[config.mk]
export PLATFORM = sky130hd
export DESIGN_NAME = mvr_montmul
export DESIGN_NICKNAME = d
export VERILOG_FILES = /design/src/rtl/mvr_pkg.sv /design/src/rtl/mvr_ctrl.sv /design/src/rtl/mvr_digit_feed.sv /design/src/rtl/mvr_accum_step.sv /design/src/rtl/mvr_montmul.sv
export SDC_FILE = /design/constraint.sdc
export NUM_CORES = 2
export LEC_CHECK = 0
export ABC_AREA = 1
export BUFFER_PORTS_ARGS = -buffer_cell sky130_fd_sc_hd__buf_4
export CORE_UTILIZATION = 58
export CTS_CLUSTER_SIZE = 20
export DETAILED_ROUTE_END_ITERATION = 12
export PLACE_DENSITY = 0.84
export SYNTH_ARGS = -nofsm -noshare
export SYNTH_HDL_FRONTEND = slang
export SYNTH_SLANG_ARGS = --single-unit
[constraint.sdc]
create_clock -name clk -period 5.45 [get_ports clk]
set_clock_uncertainty 0.15 [all_clocks]
set_input_delay 0.2725 -clock clk [delete_from_list [all_inputs] [get_ports clk]]
set_output_delay 0.2725 -clock clk [all_outputs]
set_load 0.05 [all_outputs]
[src/rtl/mvr_pkg.sv]
package mvr_pkg;
    typedef enum logic [1:0] {
        ST_IDLE = 2'd0,
        ST_ITER = 2'd1,
        ST_DONE = 2'd2
    } mvr_state_e;
endpackage

[src/rtl/mvr_ctrl.sv]
module mvr_ctrl
    import mvr_pkg::*;
#(
    parameter int ITERS = 5
) (
    input  logic clk,
    input  logic rst_n,
    input  logic start,
    output logic load,
    output logic step,
    output logic last,
    output logic done
);
    localparam int CW = $clog2(ITERS + 1);

    mvr_state_e state_q, state_d;
    logic [CW-1:0] cnt_q;

    // State register
    always_ff @(posedge clk or negedge rst_n) begin
        if (!rst_n) state_q <= ST_IDLE;
        else        state_q <= state_d;
    end

    // Iteration counter
    always_ff @(posedge clk or negedge rst_n) begin
        if (!rst_n)    cnt_q <= '0;
        else if (load) cnt_q <= '0;
        else if (step) cnt_q <= cnt_q + 1'b1;
    end

    assign last = (cnt_q == CW'(ITERS - 1));

    // Next-state logic
    always_comb begin
        state_d = state_q;
        unique case (state_q)
            ST_IDLE: if (start) state_d = ST_ITER;
            ST_ITER: if (last)  state_d = ST_DONE;
            ST_DONE: state_d = ST_IDLE;
            default: state_d = ST_IDLE;
        endcase
    end

    // Outputs
    always_comb begin
        load = 1'b0;
        step = 1'b0;
        done = 1'b0;
        unique case (state_q)
            ST_IDLE: load = start;
            ST_ITER: step = 1'b1;
            ST_DONE: done = 1'b1;
            default: ;
        endcase
    end

    assert_done_pulse_R2: assert property (@(posedge clk) disable iff (!rst_n)
        done |=> !done);

    assert_done_after_last_R2: assert property (@(posedge clk) disable iff (!rst_n)
        $rose(done) |-> $past(step && last));

    assert_iter_count_R4: assert property (@(posedge clk) disable iff (!rst_n)
        (step && !last) |=> (step && (cnt_q == $past(cnt_q) + 1'b1)));

    assert_busy_ignores_start_R7: assert property (@(posedge clk) disable iff (!rst_n)
        (step && !last) |=> !load);
endmodule

[src/rtl/mvr_digit_feed.sv]
module mvr_digit_feed #(
    parameter int N = 32,
    parameter int V = 8,
    parameter int F = 4
) (
    input  logic         clk,
    input  logic         rst_n,
    input  logic         load,
    input  logic         step,
    input  logic         last,
    input  logic [N-1:0] x_in,
    output logic [V-1:0] digit
);
    localparam int XW = F * V;

    logic [XW-1:0] xr_q;

    // Digits leave LSB first; zeros fill the top, giving the padding digit
    always_ff @(posedge clk or negedge rst_n) begin
        if (!rst_n)    xr_q <= '0;
        else if (load) xr_q <= XW'(x_in);
        else if (step) xr_q <= xr_q >> V;
    end

    assign digit = xr_q[V-1:0];

    assert_pad_digit_R4: assert property (@(posedge clk) disable iff (!rst_n)
        (step && last) |-> (digit == '0));
endmodule

[src/rtl/mvr_accum_step.sv]
module mvr_accum_step #(
    parameter int N = 32,
    parameter int V = 8
) (
    input  logic [N+V:0]   z_cur,
    input  logic [N-1:0]   y_op,
    input  logic [N-1:0]   mt_op,
    input  logic [V-1:0]   digit,
    output logic [N+V:0]   z_next,
    output logic           ovf
);
    localparam int ZW = N + V + 1;

    logic [V-1:0]   q;
    logic [N+V-1:0] p_red;
    logic [N+V-1:0] p_dig;
    logic [N:0]     z_sh;
    logic [ZW:0]    acc;

    // Reduction digit is simply the low V bits of the running sum
    assign q     = z_cur[V-1:0];
    assign z_sh  = z_cur[ZW-1:V];
    assign p_red = {{N{1'b0}}, q} * {{V{1'b0}}, mt_op};
    assign p_dig = {{N{1'b0}}, digit} * {{V{1'b0}}, y_op};
    assign acc   = {{(V+1){1'b0}}, z_sh} + {2'b00, p_red} + {2'b00, p_dig};

    assign z_next = acc[ZW-1:0];
    assign ovf    = acc[ZW];
endmodule

[src/rtl/mvr_montmul.sv]
module mvr_montmul #(
    parameter int N = 32,
    parameter int V = 8
) (
    input  logic         clk,
    input  logic         rst_n,
    input  logic         start,
    input  logic [N-1:0] x_in,
    input  logic [N-1:0] y_in,
    input  logic [N-1:0] mmod_in,
    output logic [N+V:0] z_out,
    output logic         done
);
    localparam int F     = (N + V - 1) / V;
    localparam int ITERS = F + 1;
    localparam int ZW    = N + V + 1;

    logic          load, step, last;
    logic [V-1:0]  digit;
    logic [N-1:0]  y_q, mt_q;
    logic [ZW-1:0] z_q, z_nx;
    logic          ovf;

    mvr_ctrl #(.ITERS(ITERS)) u_ctrl (
        .clk   (clk),
        .rst_n (rst_n),
        .start (start),
        .load  (load),
        .step  (step),
        .last  (last),
        .done  (done)
    );

    mvr_digit_feed #(.N(N), .V(V), .F(F)) u_feed (
        .clk   (clk),
        .rst_n (rst_n),
        .load  (load),
        .step  (step),
        .last  (last),
        .x_in  (x_in),
        .digit (digit)
    );

    mvr_accum_step #(.N(N), .V(V)) u_step (
        .z_cur  (z_q),
        .y_op   (y_q),
        .mt_op  (mt_q),
        .digit  (digit),
        .z_next (z_nx),
        .ovf    (ovf)
    );

    // Operand capture
    always_ff @(posedge clk or negedge rst_n) begin
        if (!rst_n) begin
            y_q  <= '0;
            mt_q <= '0;
        end else if (load) begin
            y_q  <= y_in;
            mt_q <= mmod_in;
        end
    end

    // Running sum
    always_ff @(posedge clk or negedge rst_n) begin
        if (!rst_n)    z_q <= '0;
        else if (load) z_q <= '0;
        else if (step) z_q <= z_nx;
    end

    assign z_out = z_q;

    assert_no_overflow_R6: assert property (@(posedge clk) disable iff (!rst_n)
        step |-> !ovf);

    assert_load_clears_R3: assert property (@(posedge clk) disable iff (!rst_n)
        load |=> (z_q == '0));

    assert_hold_after_done_R8: assert property (@(posedge clk) disable iff (!rst_n)
        done |=> $stable(z_out));
endmodule

# Yosys cells after proc, flatten, opt, wreduce, memory -nomap -nowiden
# Index checks and enable logic that the tools add are counted.
totals:
  ff_bits: 142
  wordCells: 31
  input_bits: 99
  output_inout_bits: 42
op_classes:
  mul: 2
  n_addsub: 3
  eq_ne: 5
  n_reduce_logical: 3
  muxes: 12
op_table:
  columns: ["op", "n"]
  rows:
  - ["41-bit two-way mux", 2]
  - ["8-bit by 32-bit multiplier with 40-bit output", 2]
  - ["32-bit two-way mux", 2]
  - ["33-bit by 40-bit adder with 41-bit output", 1]
  - ["41-bit by 40-bit adder with 41-bit output", 1]
  - ["3-bit two-way mux", 2]
  - ["2-bit two-way mux", 2]
  - ["2-bit != test (second input constant)", 2]
  - ["2-bit one-hot mux with 2 select lines", 1]
  - ["3-bit by 1-bit adder with 3-bit output (second input constant)", 1]
  - ["3-bit == test (second input constant)", 1]
  - ["1-bit two-way mux", 3]
  - ["2-bit by 1-bit == test with 1-bit output (second input constant)", 1]
  - ["2-bit == test (second input constant)", 1]
  - ["2-bit zero test", 1]
  - ["2-bit AND reduction", 1]
  - ["2-bit nonzero test", 1]

# Logic depth before layout (Yosys ltp)
depth:
  ltp_word: 5
  depth_mapped: 28
  mapped_depth_nobuf: 26

# Modules after synthesis
# From an unflattened synthesis, not the netlist that was laid out.
hier_totals:
  cells_unflattened: 3116
  hier_area_um2: 23757.8
modules_own_cells:
  columns: ["mod", "seq_area_each_um2", "instances", "cells_each", "area_each_um2"]
  rows:
  - ["mvr_accum_step", 0.0, 1, 2435, 17908.4]
  - ["mvr_montmul", 2627.5, 1, 449, 3997.6]
  - ["mvr_digit_feed", 800.8, 1, 198, 1576.5]
  - ["mvr_ctrl", 125.1, 1, 34, 275.3]

# Worst setup path before layout
# OpenSTA, ideal clock, no wires.
synth_timing:
  path_type: "register -> register"
  startpoint: "register z_q[0] (netlist: z_out[0])"
  endpoint: "register z_q[17] (netlist: z_out[17])"
  stages_incl_launch_ff: 23
  required_time_ns: 5.177
  arrival_time_ns: 5.444
  path_slack_ns: -0.267
  path_cell_list: "dfrtp_1 -> clkbuf_1 -> clkbuf_1 -> nand2_1 -> fa_1 -> inv_1 -> fa_1 -> fa_1 -> fa_1 -> fa_1 -> inv_1 -> fa_1 -> inv_1 -> ha_1 -> nand2_2 -> inv_1 -> a21oi_2 -> nor2_1 -> nor2_1 -> nand2_2 -> or2_0 -> nand3_1 -> o21ai_1"
synth_via:
  elab_chain_len: 5
synth_rtl:
  columns: ["element", "line", "text"]
  rows:
  - ["start: declaration", "mvr_montmul.sv:21", "logic [ZW-1:0] z_q, z_nx;"]
  - ["start signal: assignment", "mvr_montmul.sv:68", "else if (step) z_q <= z_nx;"]
  - ["8-bit by 32-bit multiplier with 40-bit output", "mvr_accum_step.sv:23", "assign p_red = {{N{1'b0}}, q} * {{V{1'b0}}, mt_op};"]
  - ["33-bit by 40-bit adder with 41-bit output", "mvr_accum_step.sv:25", "assign acc = {{(V+1){1'b0}}, z_sh} + {2'b00, p_red} + {2'b00, p_dig};"]
  - ["41-bit by 40-bit adder with 41-bit output", "mvr_accum_step.sv:25", null]
  - ["41-bit two-way mux", "mvr_montmul.sv:68", null]
  - ["41-bit two-way mux", "mvr_montmul.sv:67", "else if (load) z_q <= '0;"]
# No other way between the ends. The select of a mux whose other input is x is not followed.
# A chain may end at the register's enable or synchronous reset.

# Worst setup path after layout
layout_timing:
  startpoint: "register u_feed.xr_q[5]"
  endpoint: "register z_q[25] (netlist: z_out[25])"
layout_via:
  elab_chain_len: 4
layout_rtl:
  columns: ["element", "line", "text"]
  rows:
  - ["start: declaration", "mvr_digit_feed.sv:16", "logic [XW-1:0] xr_q;"]
  - ["start signal: assignment", "mvr_digit_feed.sv:21", "else if (load) xr_q <= XW'(x_in);"]
  - ["start signal: assignment", "mvr_digit_feed.sv:22", "else if (step) xr_q <= xr_q >> V;"]
  - ["8-bit by 32-bit multiplier with 40-bit output", "mvr_accum_step.sv:24", "assign p_dig = {{N{1'b0}}, digit} * {{V{1'b0}}, y_op};"]
  - ["41-bit by 40-bit adder with 41-bit output", "mvr_accum_step.sv:25", null]
  - ["41-bit two-way mux", "mvr_montmul.sv:68", null]
  - ["41-bit two-way mux", "mvr_montmul.sv:67", null]
# No other way between the ends. The select of a mux whose other input is x is not followed.

==> results.toml <==
[outcome]
status = "complete, but fails checks"
violations = "negative setup slack"

[routing]
firstDrtPassIters = 9
routed_via_density = 5.58
via_count = 22090
ant_nets = 0
wl_um = 79500
drt_iter0_drc = 2940
wire_per_inst_um = 20.1
drc_errors = 0

[setup_path]
cp_top_family = "adder cells"
worst_path_max_delay_cell = "fa_1"
cp_max_fo = 6
worstRegToRegCells = 27
critPathLaunchType = "register"
cp_common_cell = "fa_1"
slowest_delay_ns = 0.56
cp.required_ns = 5.70
crit_buf_inv = 9
path_depth = 27
end_kind = "register"
worstSetupPathType = "reg2reg"
cp.arrival_ns = 6.10

[cells_and_area]
drive_above_1_share_pct = 20.4
area_growth_pct = 26.1
nets = 4079
post-route-util_pct = 74.4
nFillCells = 2523

[clock_tree]
worst_skew_pair.late_latency_ns = 0.50
root_buffer = "clkbuf_16"
cts_num_sinks = 142
clk_pin_slew_worst_paths_ns = 0.08
cts.path.max_buffers = 2
htree_levels = 4
cts_made_buffers = 17
cts_tree = "built"

[placement]
dp_hpwl_um = 51800
place_ws_ns = -0.395
place.gp.congestion = 0.996
port_buffers = 140

[timing]
fin_crit_sh_pct = 107
fin_tns_setup_ns = -9.06
setup_viol = 32
tightest_slew_ns = 0.988
slew_headroom_pct = 34.1
fin_crit_ns = 5.85
drv_slew = 0
finalHoldViolCount = 0
hold_slack_ns = 0.0777
setup_ws_ns = -0.400
rsz0062_at_grt = "true"
fmax_ghz = 0.171

[logic_synthesis]
synth_flop_cell = "dfrtp_1"
synth_seq_cells = 142
synth_area_leaders = "fa_1 (40%), nand2_1 (16%), dfrtp_1 (15%), inv_1 (14%), ha_1 (4.9%)"
synthesis.area_mm2 = 0.0236
synth_common_cells = "nand2_1 (1027), inv_1 (885), fa_1 (466)"
synth_top_area_share_pct = 39.6
synth.most_common_cell = "nand2_1"
synth_edf_count = 0
ys_seq_area_share_pct = 15.1
synth_cells = 3073
ys_types = 37
yosys_warnings = 0
netlist.top_cell.by_area = "fa_1"
async_flop_share_pct = 100
syn_area_per_cell_um2 = 7.66
synth_fp_nets = 3731

[global_route]
grt_max_degree = 90
grt_pass1_vias = 22719
grt.overflow.total = 0
antenna_found_initial = 2
grt_use_total_pct = 37.9
grt_pass1_wl_um = 119000

[min_path]
whs_path_depth = 3
min_path_type = "in2reg"

[floorplanning]
boundaryPins = 141
rows = 73
die_area_mm2 = 0.0414
die-height_um = 204
initial_utilization_pct = 59.0
core_mm2 = 0.0399
fp.dieW_um = 204

[flow_run]
max_cap_violations = 0
[sequential cells by signal (all words and copies together), names as in the netlist]
name,count
u_ctrl.state_q,2
u_ctrl.cnt_q,3
y_q,32
u_feed.xr_q,32
z_out,41
mt_q,32
[cell usage in the layout, fill, tap and decap left out, types with 20 or more instances in the layout]
cell,count
buf_4,350
dlygate4sd3_1,96
nand2_2,73
nor2_2,23
nand3_1,40
nand2_4,21
nand2_1,948
ha_4,27
inv_2,37
o21ai_0,23
fa_1,458
a21oi_2,20
dfrtp_1,121
ha_1,64
buf_12,30
inv_1,849
nor2_1,41
[cell type report]
| class | instances | area, µm² | share of cell area (%) |
|---|---|---|---|
| flip-flops and latches | 142 | 3590 | 12.1 |
| clock inverters | 14 | 170 | 0.573 |
| inverters | 887 | 3330 | 11.2 |
| repair buffers | 489 | 4450 | 15.0 |
| clock buffers | 18 | 429 | 1.45 |
| multi-input cells | 1884 | 17100 | 57.5 |
| diodes | 3 | 7.51 | 0.0253 |
| well taps | 525 | 657 | 2.21 |
[cell families (layout without fill, tap and decap cells)]
family	Yosys count	after routing	share of synthesized area (%)
fa+ha+maj	559	559	44.6
simple gates	1194	1194	20.0
xor+xnor	8	8	0.298
buf+inv	1047	1408	16.9
other cells	0	3	0
compound gates	123	123	3.22
flops	142	142	15.1
[worst min-delay path, cell delays in order]
cell and delay (ns):
buf_4 0.08, nand2_1 0.20, nand2_1 0.14
[timing repair]
action                                  4_1_cts  5_1_grt
buffers inserted                             19       11
pin swaps                                    26       34
hold endpoints to repair                    183        0
hold buffers                                 96        0
gates cloned                                  5        3
resized for setup                           165      146
endpoints found under the setup margin       33       35
[per-stage QoR]
| step | cells | instance area (µm²) |
|---|---|---|
| after global routing | 3959 | 29700 |
| after CTS | 3945 | 29100 |
| final | 3962 | 29700 |
| after detailed placement | 3793 | 26500 |
| after global placement | 3793 | 26500 |
| after floorplan | 3073 | 23600 |
[path summary, 6_finish.rpt]
check	start	endpoint	slack [ns]
max reg2reg	u_feed.xr_q[5]	z_out[25]	-0.40
max in group asynchronous	rst_n	u_feed.xr_q[7]	3.45
max	u_feed.xr_q[5]	z_out[25]	-0.40
min in group asynchronous	rst_n	y_q[8]	0.32
min	y_in[31]	y_q[31]	0.08
min reg2reg	u_feed.xr_q[0]	u_feed.xr_q[0]	0.37
[per-layer routing]
layer / wire, µm / vias up / global-route usage, %
met5: 0 / - / 0
met4: 5490 / 0 / 17.7
met3: 10300 / 490 / 10.7
met2: 36700 / 1686 / 61.3
met1: 27000 / 10643 / 47.3
li1: - / 9271 / -
Power is not shown: default switching activity piles up to over one toggle a cycle in this logic, so the estimate is an artifact.
